### src/rtl/excl_mon_pkg.sv
package excl_mon_pkg;
  typedef enum logic [1:0] {
    SZ_BYTE  = 2'd0,
    SZ_HALF  = 2'd1,
    SZ_WORD  = 2'd2,
    SZ_DWORD = 2'd3
  } acc_size_e;

  typedef enum logic [1:0] {
    MON_OPEN   = 2'd0,
    MON_TAGGED = 2'd1,
    MON_FLAG   = 2'd2
  } mon_kind_e;
endpackage

### src/rtl/excl_align_chk.sv
module excl_align_chk
  import excl_mon_pkg::*;
#(
  parameter int ADDR_W = 32
) (
  input  logic [ADDR_W-1:0] addr,
  input  acc_size_e         size,
  output logic              aligned
);
  always_comb begin
    unique case (size)
      SZ_BYTE:  aligned = 1'b1;
      SZ_HALF:  aligned = (addr[0] == 1'b0);
      SZ_WORD:  aligned = (addr[1:0] == 2'b00);
      default:  aligned = (addr[2:0] == 3'b000);
    endcase
  end
endmodule

### src/rtl/excl_snoop_match.sv
module excl_snoop_match
  import excl_mon_pkg::*;
#(
  parameter int ADDR_W   = 32,
  parameter int GRAN_LG2 = 3
) (
  input  logic              snoop_valid,
  input  logic [ADDR_W-1:0] snoop_addr,
  input  mon_kind_e         kind,
  input  logic [ADDR_W-1:0] tag_addr,
  output logic              hit
);
  localparam int HI = ADDR_W - 1;

  logic same_granule;
  assign same_granule = (snoop_addr[HI:GRAN_LG2] == tag_addr[HI:GRAN_LG2]);
  assign hit          = snoop_valid && (kind == MON_TAGGED) && same_granule;
endmodule

### src/rtl/excl_state.sv
module excl_state
  import excl_mon_pkg::*;
#(
  parameter int ADDR_W = 32
) (
  input  logic              clk,
  input  logic              rst_n,
  input  logic              clr,
  input  logic              ld_en,
  input  logic              st_en,
  input  logic              snoop_hit,
  input  logic              ld_shared,
  input  logic              ld_aligned,
  input  logic [ADDR_W-1:0] ld_addr,
  input  acc_size_e         ld_size,
  output mon_kind_e         kind_q,
  output logic [ADDR_W-1:0] tag_q,
  output acc_size_e         size_q
);
  mon_kind_e kind_d;
  logic      tag_en;
  logic      size_en;

  always_comb begin
    kind_d  = kind_q;
    tag_en  = 1'b0;
    size_en = 1'b0;
    if (clr) begin
      kind_d = MON_OPEN;
    end else if (ld_en) begin
      if (ld_aligned) begin
        kind_d  = ld_shared ? MON_TAGGED : MON_FLAG;
        tag_en  = ld_shared;
        size_en = 1'b1;
      end else begin
        kind_d = MON_OPEN;
      end
    end else if (st_en || snoop_hit) begin
      kind_d = MON_OPEN;
    end
  end

  always_ff @(posedge clk or negedge rst_n) begin
    if (!rst_n) begin
      kind_q <= MON_OPEN;
      tag_q  <= '0;
      size_q <= SZ_BYTE;
    end else begin
      kind_q <= kind_d;
      if (tag_en)  tag_q  <= ld_addr;
      if (size_en) size_q <= ld_size;
    end
  end


  flag_on_nonshared_chk: assert property (@(posedge clk) disable iff (!rst_n)
    $past(ld_en && !clr && ld_aligned && !ld_shared) |-> kind_q == MON_FLAG);


  misaligned_open_chk: assert property (@(posedge clk) disable iff (!rst_n)
    $past(ld_en && !ld_aligned) |-> kind_q == MON_OPEN);
endmodule

### src/rtl/excl_monitor.sv
module excl_monitor
  import excl_mon_pkg::*;
#(
  parameter int ADDR_W   = 32,
  parameter int GRAN_LG2 = 3
) (
  input  logic              clk,
  input  logic              rst_n,
  input  logic              req_valid,
  input  logic              req_store,
  input  logic [ADDR_W-1:0] req_addr,
  input  logic [1:0]        req_size,
  input  logic              req_shared,
  input  logic              snoop_valid,
  input  logic [ADDR_W-1:0] snoop_addr,
  input  logic              clr_excl,
  output logic              resp_valid,
  output logic              resp_fail
);
  acc_size_e         size_in;
  logic              ld_en, st_en, aligned, snoop_hit;
  mon_kind_e         kind_q;
  logic [ADDR_W-1:0] tag_q;
  acc_size_e         size_q;
  logic              match_tag, match_flag, pass;

  assign size_in = acc_size_e'(req_size);
  assign ld_en   = req_valid && !req_store;
  assign st_en   = req_valid && req_store;

  excl_align_chk #(.ADDR_W(ADDR_W)) u_align (
    .addr(req_addr), .size(size_in), .aligned(aligned)
  );

  excl_snoop_match #(.ADDR_W(ADDR_W), .GRAN_LG2(GRAN_LG2)) u_snoop (
    .snoop_valid(snoop_valid), .snoop_addr(snoop_addr),
    .kind(kind_q), .tag_addr(tag_q), .hit(snoop_hit)
  );

  excl_state #(.ADDR_W(ADDR_W)) u_state (
    .clk(clk), .rst_n(rst_n), .clr(clr_excl), .ld_en(ld_en), .st_en(st_en),
    .snoop_hit(snoop_hit), .ld_shared(req_shared), .ld_aligned(aligned),
    .ld_addr(req_addr), .ld_size(size_in),
    .kind_q(kind_q), .tag_q(tag_q), .size_q(size_q)
  );

  assign match_tag  = (kind_q == MON_TAGGED) && req_shared &&
                      (req_addr == tag_q) && (size_in == size_q);
  assign match_flag = (kind_q == MON_FLAG) && !req_shared && (size_in == size_q);
  assign pass       = (match_tag || match_flag) && !clr_excl && !snoop_hit;

  logic resp_valid_q, resp_fail_q;

  always_ff @(posedge clk or negedge rst_n) begin
    if (!rst_n) begin
      resp_valid_q <= 1'b0;
      resp_fail_q  <= 1'b1;
    end else begin
      resp_valid_q <= st_en;
      if (st_en) resp_fail_q <= !pass;
    end
  end

  assign resp_valid = resp_valid_q;
  assign resp_fail  = resp_fail_q;


  resp_latency_chk: assert property (@(posedge clk) disable iff (!rst_n)
    resp_valid == $past(req_valid && req_store));


  store_opens_chk: assert property (@(posedge clk) disable iff (!rst_n)
    $past(st_en) && !$past(ld_en) |-> kind_q == MON_OPEN);


  clear_fails_chk: assert property (@(posedge clk) disable iff (!rst_n)
    resp_valid && $past(clr_excl) |-> resp_fail);


  snoop_fails_chk: assert property (@(posedge clk) disable iff (!rst_n)
    resp_valid && $past(snoop_hit) |-> resp_fail);


  pass_needs_armed_chk: assert property (@(posedge clk) disable iff (!rst_n)
    resp_valid && !resp_fail |-> $past(kind_q) != MON_OPEN);
endmodule

### config.mk
export PLATFORM = sky130hd
export DESIGN_NAME = excl_monitor
export DESIGN_NICKNAME = d
export VERILOG_FILES = /design/src/rtl/excl_mon_pkg.sv /design/src/rtl/excl_align_chk.sv /design/src/rtl/excl_snoop_match.sv /design/src/rtl/excl_state.sv /design/src/rtl/excl_monitor.sv
export SDC_FILE = /design/constraint.sdc
export NUM_CORES = 1
export LEC_CHECK = 0
export ABC_CLOCK_PERIOD_IN_PS = 2600
export BUFFER_PORTS_ARGS = -buffer_cell sky130_fd_sc_hd__buf_2
export CAP_MARGIN = 10
export CORE_MARGIN = 5
export CORE_UTILIZATION = 40
export CTS_BUF_LIST = sky130_fd_sc_hd__clkbuf_2
export DETAILED_ROUTE_END_ITERATION = 10
export GPL_TIMING_DRIVEN = 0
export MAX_ROUTING_LAYER = met4
export PLACE_DENSITY = 0.75
export SLEW_MARGIN = 20
export SYNTH_ARGS = -nofsm -noshare
export SYNTH_HDL_FRONTEND = slang
export SYNTH_SLANG_ARGS = --single-unit
export TNS_END_PERCENT = 50
### constraint.sdc
create_clock -name clk -period 2.6 [get_ports clk]
set_input_delay 0.39 -clock clk [delete_from_list [all_inputs] [get_ports clk]]
set_output_delay 0.39 -clock clk [all_outputs]
set_load 0.01 [all_outputs]
# After elaboration in Yosys (flattened, before gate mapping)
# Cells that the tools add are included.
[op_classes]
eq_ne = 7
mux = 12
reduce_logical = 22
n_bitwise = 1
[ops]
columns = ["cell", "count"]
rows = [
  ["$eq 32x32->1", 1],
  ["$eq 29x29->1", 1],
  ["$logic_and 1x1->1", 11],
  ["$mux 2", 5],
  ["$mux 1", 6],
  ["$logic_not 1->1", 5],
  ["$eq 2x1->1 const B", 2],
  ["$eq 2x2->1 const B", 2],
  ["$logic_not 2->1", 2],
  ["$logic_not 3->1", 1],
  ["$pmux 1 s3", 1],
  ["$reduce_bool 3->1", 1],
  ["$eq 2x2->1", 1],
  ["$logic_or 1x1->1", 2],
  ["$not 1->1", 1],
]
[totals]
input_bits = 73
regBits = 38
output_inout_bits = 2
word_cells = 47

# Longest topological paths before layout
# Gate-level depths: netlist of run 1.
[logic_depth]
ltp_word = 8
ltp_mapped = 6
ltp_nobuf = 6

# By module
# Synthesis of run 1 repeated with hierarchy kept, for this count alone.
[unflattened]
hier_cells = 176
hier_area_um2 = 2296.0
[modules_own_cells]
columns = ["mod", "area_each_um2", "n_inst", "cells_each"]
rows = [
  ["excl_state", 1482.7, 1, 78],
  ["excl_monitor", 466.7, 1, 55],
  ["excl_snoop_match", 327.8, 1, 40],
  ["excl_align_chk", 18.8, 1, 3],
]

# Worst setup path after synthesis of run 1
# OpenSTA, ideal clock, no wires.
[synth_timing]
path_type = "input to register"
start = "in req_store"
end = "reg u_state.tag_q[0]"
t_arrival_ns = 1.433
path_stages = 6
path_buffers = 1
path_slack_ns = 1.042
required_ns = 2.475
path_cell_list = "nor3b_2 > nand2_1 > a21oi_2 > nand2_2 > buf_6 > mux2_4"
[synth_between]
elab_chain_cells = 4
[synth_rtl]
columns = ["element", "line", "rtl"]
rows = [
  ["from (decl)", "excl_monitor.sv:10", "input logic req_store,"],
  ["$logic_not 1->1", "excl_monitor.sv:28", "assign ld_en = req_valid && !req_store;"],
  ["$logic_and 1x1->1", "excl_monitor.sv:28", ""],
  ["$mux 1", "excl_state.sv:30", "end else if (ld_en) begin"],
  ["$mux 1", "excl_state.sv:28", "if (clr) begin"],
  ["to (signal assigned)", "excl_state.sv:50", "if (tag_en) tag_q <= ld_addr;"],
  ["to (decl)", "excl_state.sv:17", "output logic [ADDR_W-1:0] tag_q,"],
]
# Every way passes these cells.
# A chain may end at the register's enable or synchronous reset.

# Final worst setup path of run 1
[layout_timing]
start = "reg u_state.tag_q[12]"
end = "reg u_state.kind_q[1]"
[layout_between]
elab_chain_cells = 4
[layout_rtl]
columns = ["element", "line", "rtl"]
rows = [
  ["$eq 29x29->1", "excl_snoop_match.sv:16", "assign same_granule = (snoop_addr[HI:GRAN_LG2] == tag_addr[HI:GRAN_LG2]);"],
  ["$logic_and 1x1->1", "excl_snoop_match.sv:17", "assign hit = snoop_valid && (kind == MON_TAGGED) && same_granule;"],
  ["$logic_or 1x1->1", "excl_state.sv:38", "end else if (st_en || snoop_hit) begin"],
  ["$reduce_bool 3->1 (no source line)", "--", ""],
  ["to (signal assigned)", "excl_state.sv:49", "kind_q <= kind_d;"],
  ["to (decl)", "excl_state.sv:16", "output mon_kind_e kind_q,"],
]
# Every way passes these cells.

==> reports/results.md, run 1 <==
- 71 — number of I/O port buffers
- 2 — maximum buffer depth of the clock tree
- 538 — count of filler cells inserted in the layout
- xor2_1, dfrtp_1, mux2_4, xnor2_1, nor4_1 — top cell types by occurrence after synthesis
- xor2_1 — most repeated cell in the gate-level netlist after synthesis
- 4313 um — half-perimeter wire length after detailed placement
- 16.53 um — wire length per cell after detailed routing
- 7327 um^2 — die footprint
- 0 — diode insertion count for antenna repair
- 0 — # Post-CTS Setup Buffers
- 0 — number of gates given a new drive strength after cts
- 37 — drt initial violations
- 0 — count of hold-fix buffers inserted at cts
- 2286 um^2 — post-synth design cell area
- 0.8763 ns — slew of the pin with the lowest slew margin
- 1739 — via count of the first global-routing pass
- 100.0% — FFs w/ async S/R, synth
- 39 — largest net degree at the start of global routing
- 0 — # DRC
- 15.96% — global router's overall resource usage
- met2 — most used routing layer in global routing
- 85.60 um — Die Height
- 619.2 nW/um^2 — areal power density over the cells
- 0 ns — final-layout setup total negative slack
- dfrtp_1 — Max stage delay cell, worst path
- 6 — worst r2r path cells
- 0.40 ns — clock latency on the worst-skew pair
- reg -> reg — kind of critical path
- 75 — I/O pins
- 0 — initial antenna violation count
- u_state.tag_q[12]$_DFFE_PN0P_ — critical register-to-register path startpoint
- 329 — Final Net Count
- 12.84 um^2 — average cell area after synthesis
- 38 — sink count of the clock tree
- 329 — final cell count without fillers
- flop — crit path launch type
- 85.60 um — die width
- 0.59 ns — flop-to-flop setup slack
- flop — endpoint type of the worst setup path
- dfrtp_1 — most common flop cell mapped by yosys
- 0 — Synth Warn #
- 0.07147 ns — final hold slack
- 251 — syn_nets
- 0.4984 GHz — highest clock frequency the design can meet
- 1.715 mW — Pwr Total
- 0.46 ns — largest stage delay on the critical path
- 41.65% — proportion of synthesized chip area in sequential cells
- 5540 um^2 — placeable core region
- 77.16% — part of the cycle the worst path needs
- 5439 um — wirelength, routed
- xor2_1, nor4_1, nand4_1, nor4_2, nor3_1, a22o_1 — critical path, cell by cell
- clkbuf_2 — buffer cell driving the clock tree root
- in -> async — type of the most critical hold path
- finished, final reports clean — result of the run
- 24.58% — GR met2 Demand/Resource
- 2.006 ns — fin crit period
- 45.14% — fraction of layout instances using a drive strength above 1
- 41.26% — Starting Density
- 2.89 ns — required time at the endpoint of the critical path
- built — clock tree from TritonCTS
- 5 — CTS buffer count
- 21.18% — layout overhead on the synthesized area
- 3 — largest fanout on the critical path
- 6 — DRT Pass-1 Iters
- 27 — Row Count
- 0 — Final Hold Viols
- 38 — count of state elements after synthesis
- dfrtp_1 — cell type with the highest aggregate area in the netlist
- 4.836 — via density per instance
- 24 — unique cell type count in the Yosys netlist
- 0 — residual overflow from global routing
- 0 — number of synthesized flops with an enable pin
- 0 — Slew Limit Fails
- 321 — count of placed standard cells including taps
- false — unrepaired setup endpoints after global routing
- dfrtp_1, mux2_4, xor2_1 — cell types with the largest area share after synthesis
- 40.50% — share of the synthesized area in the top cell type
- 0.20 ns — Reg clk slew, reported paths
- 0 — final setup violating endpoints
- 178 — Gate Count Post-Synth
- 20.74% — routing usage on met1
- 0.02057 ns — clock skew after layout
- 2.30 ns — Data arrival, critical path
- 1.399 nW — leakage component of the power
- 0 — number of max-capacitance violations reported
- 1591 — overall via count from detail_route
- 0 — post-route ant nets
- 8618 um — global-route wire length before repair
- 4.323% — met3 global-route usage
- 2 — H-tree lvl count
- 0.3062 mV — worst vdd ir
- u_state.kind_q[1]$_DFFE_PN0P_ — critical register-to-register path endpoint
- 0.7826 — placer congestion estimate
- 41.58% — worst slew margin relative to its limit
-- cell usage in the layout, fill, tap and decap left out, types with 2 or more instances in the layout --
master | netlist | routed
nand2_1 | 2 | 2
dfrtp_1 | 37 | 37
clkbuf_2 | 0 | 7
a22o_1 | 3 | 3
buf_6 | 3 | 3
a21oi_1 | 2 | 2
nor4_1 | 12 | 12
mux2_1 | 3 | 3
nor3_1 | 2 | 2
xnor2_1 | 19 | 19
buf_2 | 0 | 71
nor2_1 | 2 | 2
nand4_1 | 8 | 8
xor2_1 | 44 | 44
mux2_4 | 30 | 30
-- cell families (layout without fill, tap and decap cells) --
family	after synthesis	after routing	share of synthesized area [%]
xor gates and xnor gates	63	63	24.14
buffers and inverters	4	83	1.642
DFF	38	38	41.65
muxes	33	33	21.18
and+or+nand+nor	31	31	8.484
AOI/OAI and AO/OA	9	9	2.901
-- critical path: cells and delay by family, from the launching register on --
kind | cells | cell delay, ns
flip-flops | 1 | 0.46
XOR/XNOR | 1 | 0.17
AND/OR/NAND/NOR | 4 | 1.08
AO/OA/AOI/OAI | 1 | 0.19
-- cell type report --
type | instances | area, um^2 | area share [%]
multi-input cells | 136 | 1296 | 46.79
flip-flops and latches | 38 | 952.2 | 34.37
repair buffers | 71 | 355.3 | 12.83
well taps | 72 | 90.09 | 3.252
clock buffers | 7 | 35.03 | 1.265
plain buffers | 3 | 33.78 | 1.220
clock inverters | 1 | 3.754 | 0.1355
inverters | 1 | 3.754 | 0.1355
-- per-stage QoR --
stage / worst slack, ns / utilization (%) / cell area (um^2)
final: 0.5937 / 50.00 / 2770
after global routing: 0.4830 / 50.00 / 2770
after CTS: 0.6077 / 50.00 / 2770
after detailed placement: 0.5909 / 49.30 / 2731
after global placement: 0.5997 / 49.30 / 2731
after floorplan: 1.042 / - / 2286
-- how the worst max path moves through the flow --
stage                                  startpoint                            end  cells past startpoint
finish              u_state.tag_q[12]$_DFFE_PN0P_  u_state.kind_q[1]$_DFFE_PN0P_                      6
global route        u_state.tag_q[12]$_DFFE_PN0P_  u_state.kind_q[1]$_DFFE_PN0P_                      6
CTS                 u_state.tag_q[12]$_DFFE_PN0P_  u_state.kind_q[1]$_DFFE_PN0P_                      6
detailed placement                 snoop_addr[12]  u_state.kind_q[1]$_DFFE_PN0P_                      7
global placement                   snoop_addr[12]  u_state.kind_q[1]$_DFFE_PN0P_                      7
floorplan                               req_store   u_state.tag_q[0]$_DFFE_PN0P_                      6
-- registers in the layout, indices dropped and copies added (netlist names) --
signal and flops:
resp_valid 1, u_state.size_q 2, u_state.kind_q 2, u_state.tag_q 32, resp_fail 1
-- where the power goes --
| group | switching [mW] | internal [mW] |
|---|---|---|
| Clock | 0.195 | 0.0720 |
| Combinational | 0.211 | 0.356 |
| Sequential | 0.154 | 0.727 |
| Total | 0.560 | 1.16 |
-- per-layer routing --
| layer | vias up | wire [um] |
|---|---|---|
| met3 | 7 | 354 |
| met4 | 0 | 63 |
| met1 | 754 | 2436 |
| li1 | 782 | - |
| met5 | - | 0 |
| met2 | 48 | 2585 |
Note: power is estimated with default switching activity, not from simulation.
==> inputs of run 2 (changes only) <==
--- a/config.mk
+++ b/config.mk
@@ -5,7 +5,7 @@
 export SDC_FILE = /design/constraint.sdc
 export NUM_CORES = 1
 export LEC_CHECK = 0
-export ABC_CLOCK_PERIOD_IN_PS = 2600
+export ABC_CLOCK_PERIOD_IN_PS = 1800
 export BUFFER_PORTS_ARGS = -buffer_cell sky130_fd_sc_hd__buf_2
 export CAP_MARGIN = 10
 export CORE_MARGIN = 5
@@ -14,7 +14,7 @@
 export DETAILED_ROUTE_END_ITERATION = 10
 export GPL_TIMING_DRIVEN = 0
 export MAX_ROUTING_LAYER = met4
-export PLACE_DENSITY = 0.75
+export PLACE_DENSITY = 0.77
 export SLEW_MARGIN = 20
 export SYNTH_ARGS = -nofsm -noshare
 export SYNTH_HDL_FRONTEND = slang
==> constraint.sdc (replaced) <==
create_clock -name clk -period 1.8 [get_ports clk]
set_input_delay 0.27 -clock clk [delete_from_list [all_inputs] [get_ports clk]]
set_output_delay 0.27 -clock clk [all_outputs]
set_load 0.01 [all_outputs]
==> run 2 against run 1 <==
- the run now ends with setup timing left
- non-clock buffer count increased by 5
- sequential power increased by 43%
- maximum frequency increased by 11%
- cell count increased by 1.5%
- final area increased by 2.3%
- sequential share of layout area decreased by 0.77 points
- die area unchanged
- clock power increased by 34%
- critical endpoint unchanged
==> reports/results.md, run 2 (synthesis results as in run 1) <==
- finished with violations — result of the run
- setup timing — violations in the final reports
- 4211 um — half-perimeter wire length after detailed placement, -2.3%
- 50.6% — Flop pwr share, -0.8 points
- 7327 um^2 — die footprint, unchanged
- 2.10 ns — Data arrival, critical path, -0.20 ns
- reg -> reg — kind of critical path
- 27 — Row Count, unchanged
- 85.60 um — Die Height, unchanged
- 0 — diode insertion count for antenna repair, unchanged
- 5 — CTS buffer count, unchanged
- 0.39 ns — clock latency on the worst-skew pair, about the same
- 0.3535 mV — worst vdd ir, +15%
- buf_2, xor2_1, dfrtp_1 — top library cells by usage in the layout, fill and taps aside
- 0 — post-route ant nets, unchanged
- u_state.tag_q x32, u_state.kind_q x2, u_state.size_q x2 — largest registers ranked by flip-flop count
- 1 — final setup violating endpoints, +1
- 1.680 mW — internal power consumption, +45%
- 0 — Slew Limit Fails, unchanged
- 1.433 nW — leakage component of the power, +2.5%
- 41.26% — Starting Density, unchanged
- 35.0% — Logic pwr share, +1.9 points
- 877.2 nW/um^2 — areal power density over the cells, +42%
- 1754 — via count of the first global-routing pass, +0.86%
- true — unrepaired setup endpoints after global routing
- in -> reg — type of the most critical hold path
- 39 — largest net degree at the start of global routing, unchanged
- 0 — initial antenna violation count, unchanged
- 0 — Final Hold Viols, unchanged
- 43.53% — worst slew margin relative to its limit, +2.0 points
- -0.005597 ns — min setup slack post-route, -0.5993 ns
- 3 — largest fanout on the critical path, unchanged
- 23.97% — layout overhead on the synthesized area
- 952.2 um^2 — total area of sequential cells, unchanged
- 0.20 ns — Reg clk slew, reported paths, about the same
- 2 — H-tree lvl count, unchanged
- 1323 um^2 — area used by multi-input combinational logic, +2.0%
- 0.8470 ns — slew of the pin with the lowest slew margin, -0.02928 ns
- 0.5538 GHz — highest clock frequency the design can meet, +11%
- 15.63 um — wire length per cell after detailed routing, -5.4%
- 4 — DRT Pass-1 Iters, -2
- 38 — sink count of the clock tree, unchanged
- 8135 um — global-route wire length before repair, -5.6%
- 1.806 ns — fin crit period, -0.2007 ns
- flop — crit path launch type
- 0.7737 — placer congestion estimate, -1.1%
- 0 — residual overflow from global routing, unchanged
- u_state.tag_q — Largest Register
- 2731 um^2 — Placed Instance Area, unchanged
- flop — endpoint type of the worst setup path
- 0.8056 mW — power spent charging and discharging nets, +44%
- 321 — count of placed standard cells including taps, unchanged
- 5540 um^2 — placeable core region, unchanged
- 32 — number of flip-flops in the largest register, unchanged
- 5221 um — wirelength, routed, -4.0%
- 0 — number of max-capacitance violations reported, unchanged
- 0.1028 ns — final hold slack, +0.03132 ns
- 25 — drt initial violations, -32%
- 532 — count of filler cells inserted in the layout, -1.1%
- 15.00% — global router's overall resource usage, -0.96 points
- 100.3% — part of the cycle the worst path needs, +23 points
- 51.15% — Post-Route Utilization, +1.2 points
- 334 — final cell count without fillers, +1.5%
- 0.02594 ns — clock skew after layout, +0.005364 ns
- 46.18% — fraction of layout instances using a drive strength above 1, +1.0 points
- 2 — maximum buffer depth of the clock tree, unchanged
- 71 — number of I/O port buffers, unchanged
- 14.4% — portion of total power attributed to the clock network, -1.2 points
- -0.005597 ns — final-layout setup total negative slack, -0.005597 ns
- 2.09 ns — required time at the endpoint of the critical path, -0.80 ns
- buf_2 — most common cell after layout, fill and taps aside
- 75 — I/O pins, unchanged
- built — clock tree from TritonCTS
- 334 — Final Net Count, +1.5%
- 1619 — overall via count from detail_route, +1.8%
- clkbuf_2 — buffer cell driving the clock tree root
- 85.60 um — die width, unchanged
- 0 — # DRC, unchanged
- 2834 um^2 — post-route cell area, +2.3%
- 4.847 — via density per instance, +0.24%
- 32.41% — switching share of total power, -0.26 points
[run 2: cell count changes in the layout (fill, tap and decap cells not counted), moves of 2 or more]
cell and delta:
clkbuf_2 -2, clkinv_1 +2, nor4_1 -2, buf_4 +4
[run 2: layer usage]
layer / global-route usage, % / vias up / wire length, um
li1: - / 793 / -
met1: 18.23 / 764 / 2374
met2: 24.29 / 54 / 2442
met3: 4.131 / 8 / 323
met4: 4.604 / 0 / 80
met5: - / - / 0
[run 2: path summary, 6_finish.rpt]
check / from / endpoint / slack [ns] / cells after the start
worst min register to register: resp_fail$_DFFE_PN1P_ / resp_fail$_DFFE_PN1P_ / 0.51 / 1
worst max-delay path: u_state.tag_q[23]$_DFFE_PN0P_ / u_state.kind_q[1]$_DFFE_PN0P_ / -0.006 / 6
worst min-delay path: req_addr[24] / u_state.tag_q[24]$_DFFE_PN0P_ / 0.10 / 2
max in group asynchronous: rst_n / u_state.tag_q[21]$_DFFE_PN0P_ / 0.77 / 2
min in group asynchronous: rst_n / u_state.tag_q[19]$_DFFE_PN0P_ / 0.49 / 2
worst max register to register: u_state.tag_q[23]$_DFFE_PN0P_ / u_state.kind_q[1]$_DFFE_PN0P_ / -0.006 / 6
[run 2: area by class of cell]
type | count | area share [%]
flip-flops and latches | 38 | 33.60
clock inverters | 3 | 0.3974
inverters | 1 | 0.1325
plain buffers | 3 | 1.192
repair buffers | 76 | 13.95
clock buffers | 5 | 0.8830
well taps | 72 | 3.179
multi-input cells | 136 | 46.67
[run 2: what timing repair did]
action,CTS,global route
pin swaps,5,2
setup endpoints to repair,3,3
endpoints found under the hold margin,37,0
hold buffers,1,0
buffers inserted,4,0
resized for setup,4,0
[run 2: power groups by stage]
stage               Clock [mW]  Combinational, mW  Sequential, mW
floorplan                    0              0.600            1.24
global placement             0              0.801            1.27
detailed placement           0              0.812            1.29
CTS                      0.373              0.881            1.26
global route             0.423              0.952            1.29
finish                   0.359              0.869            1.26
[run 2: through the flow]
| step | setup slack, ns | total power, mW |
|---|---|---|
| final | -0.005597 | 2.486 |
| after global placement | -0.1305 | 2.069 |
| after detailed placement | -0.1432 | 2.099 |
| after CTS | -0.01513 | 2.512 |
| after global routing | -0.1049 | 2.662 |
| after floorplan | 0.2500 | 1.840 |
[run 2: worst max-delay path, stage by stage, from the launching register on]
cell	delay (ns)
dfrtp_1	0.46
xor2_1	0.19
nor4_1	0.27
nand4_1	0.20
nor4_4	0.33
nor3_2	0.08
a22o_1	0.18
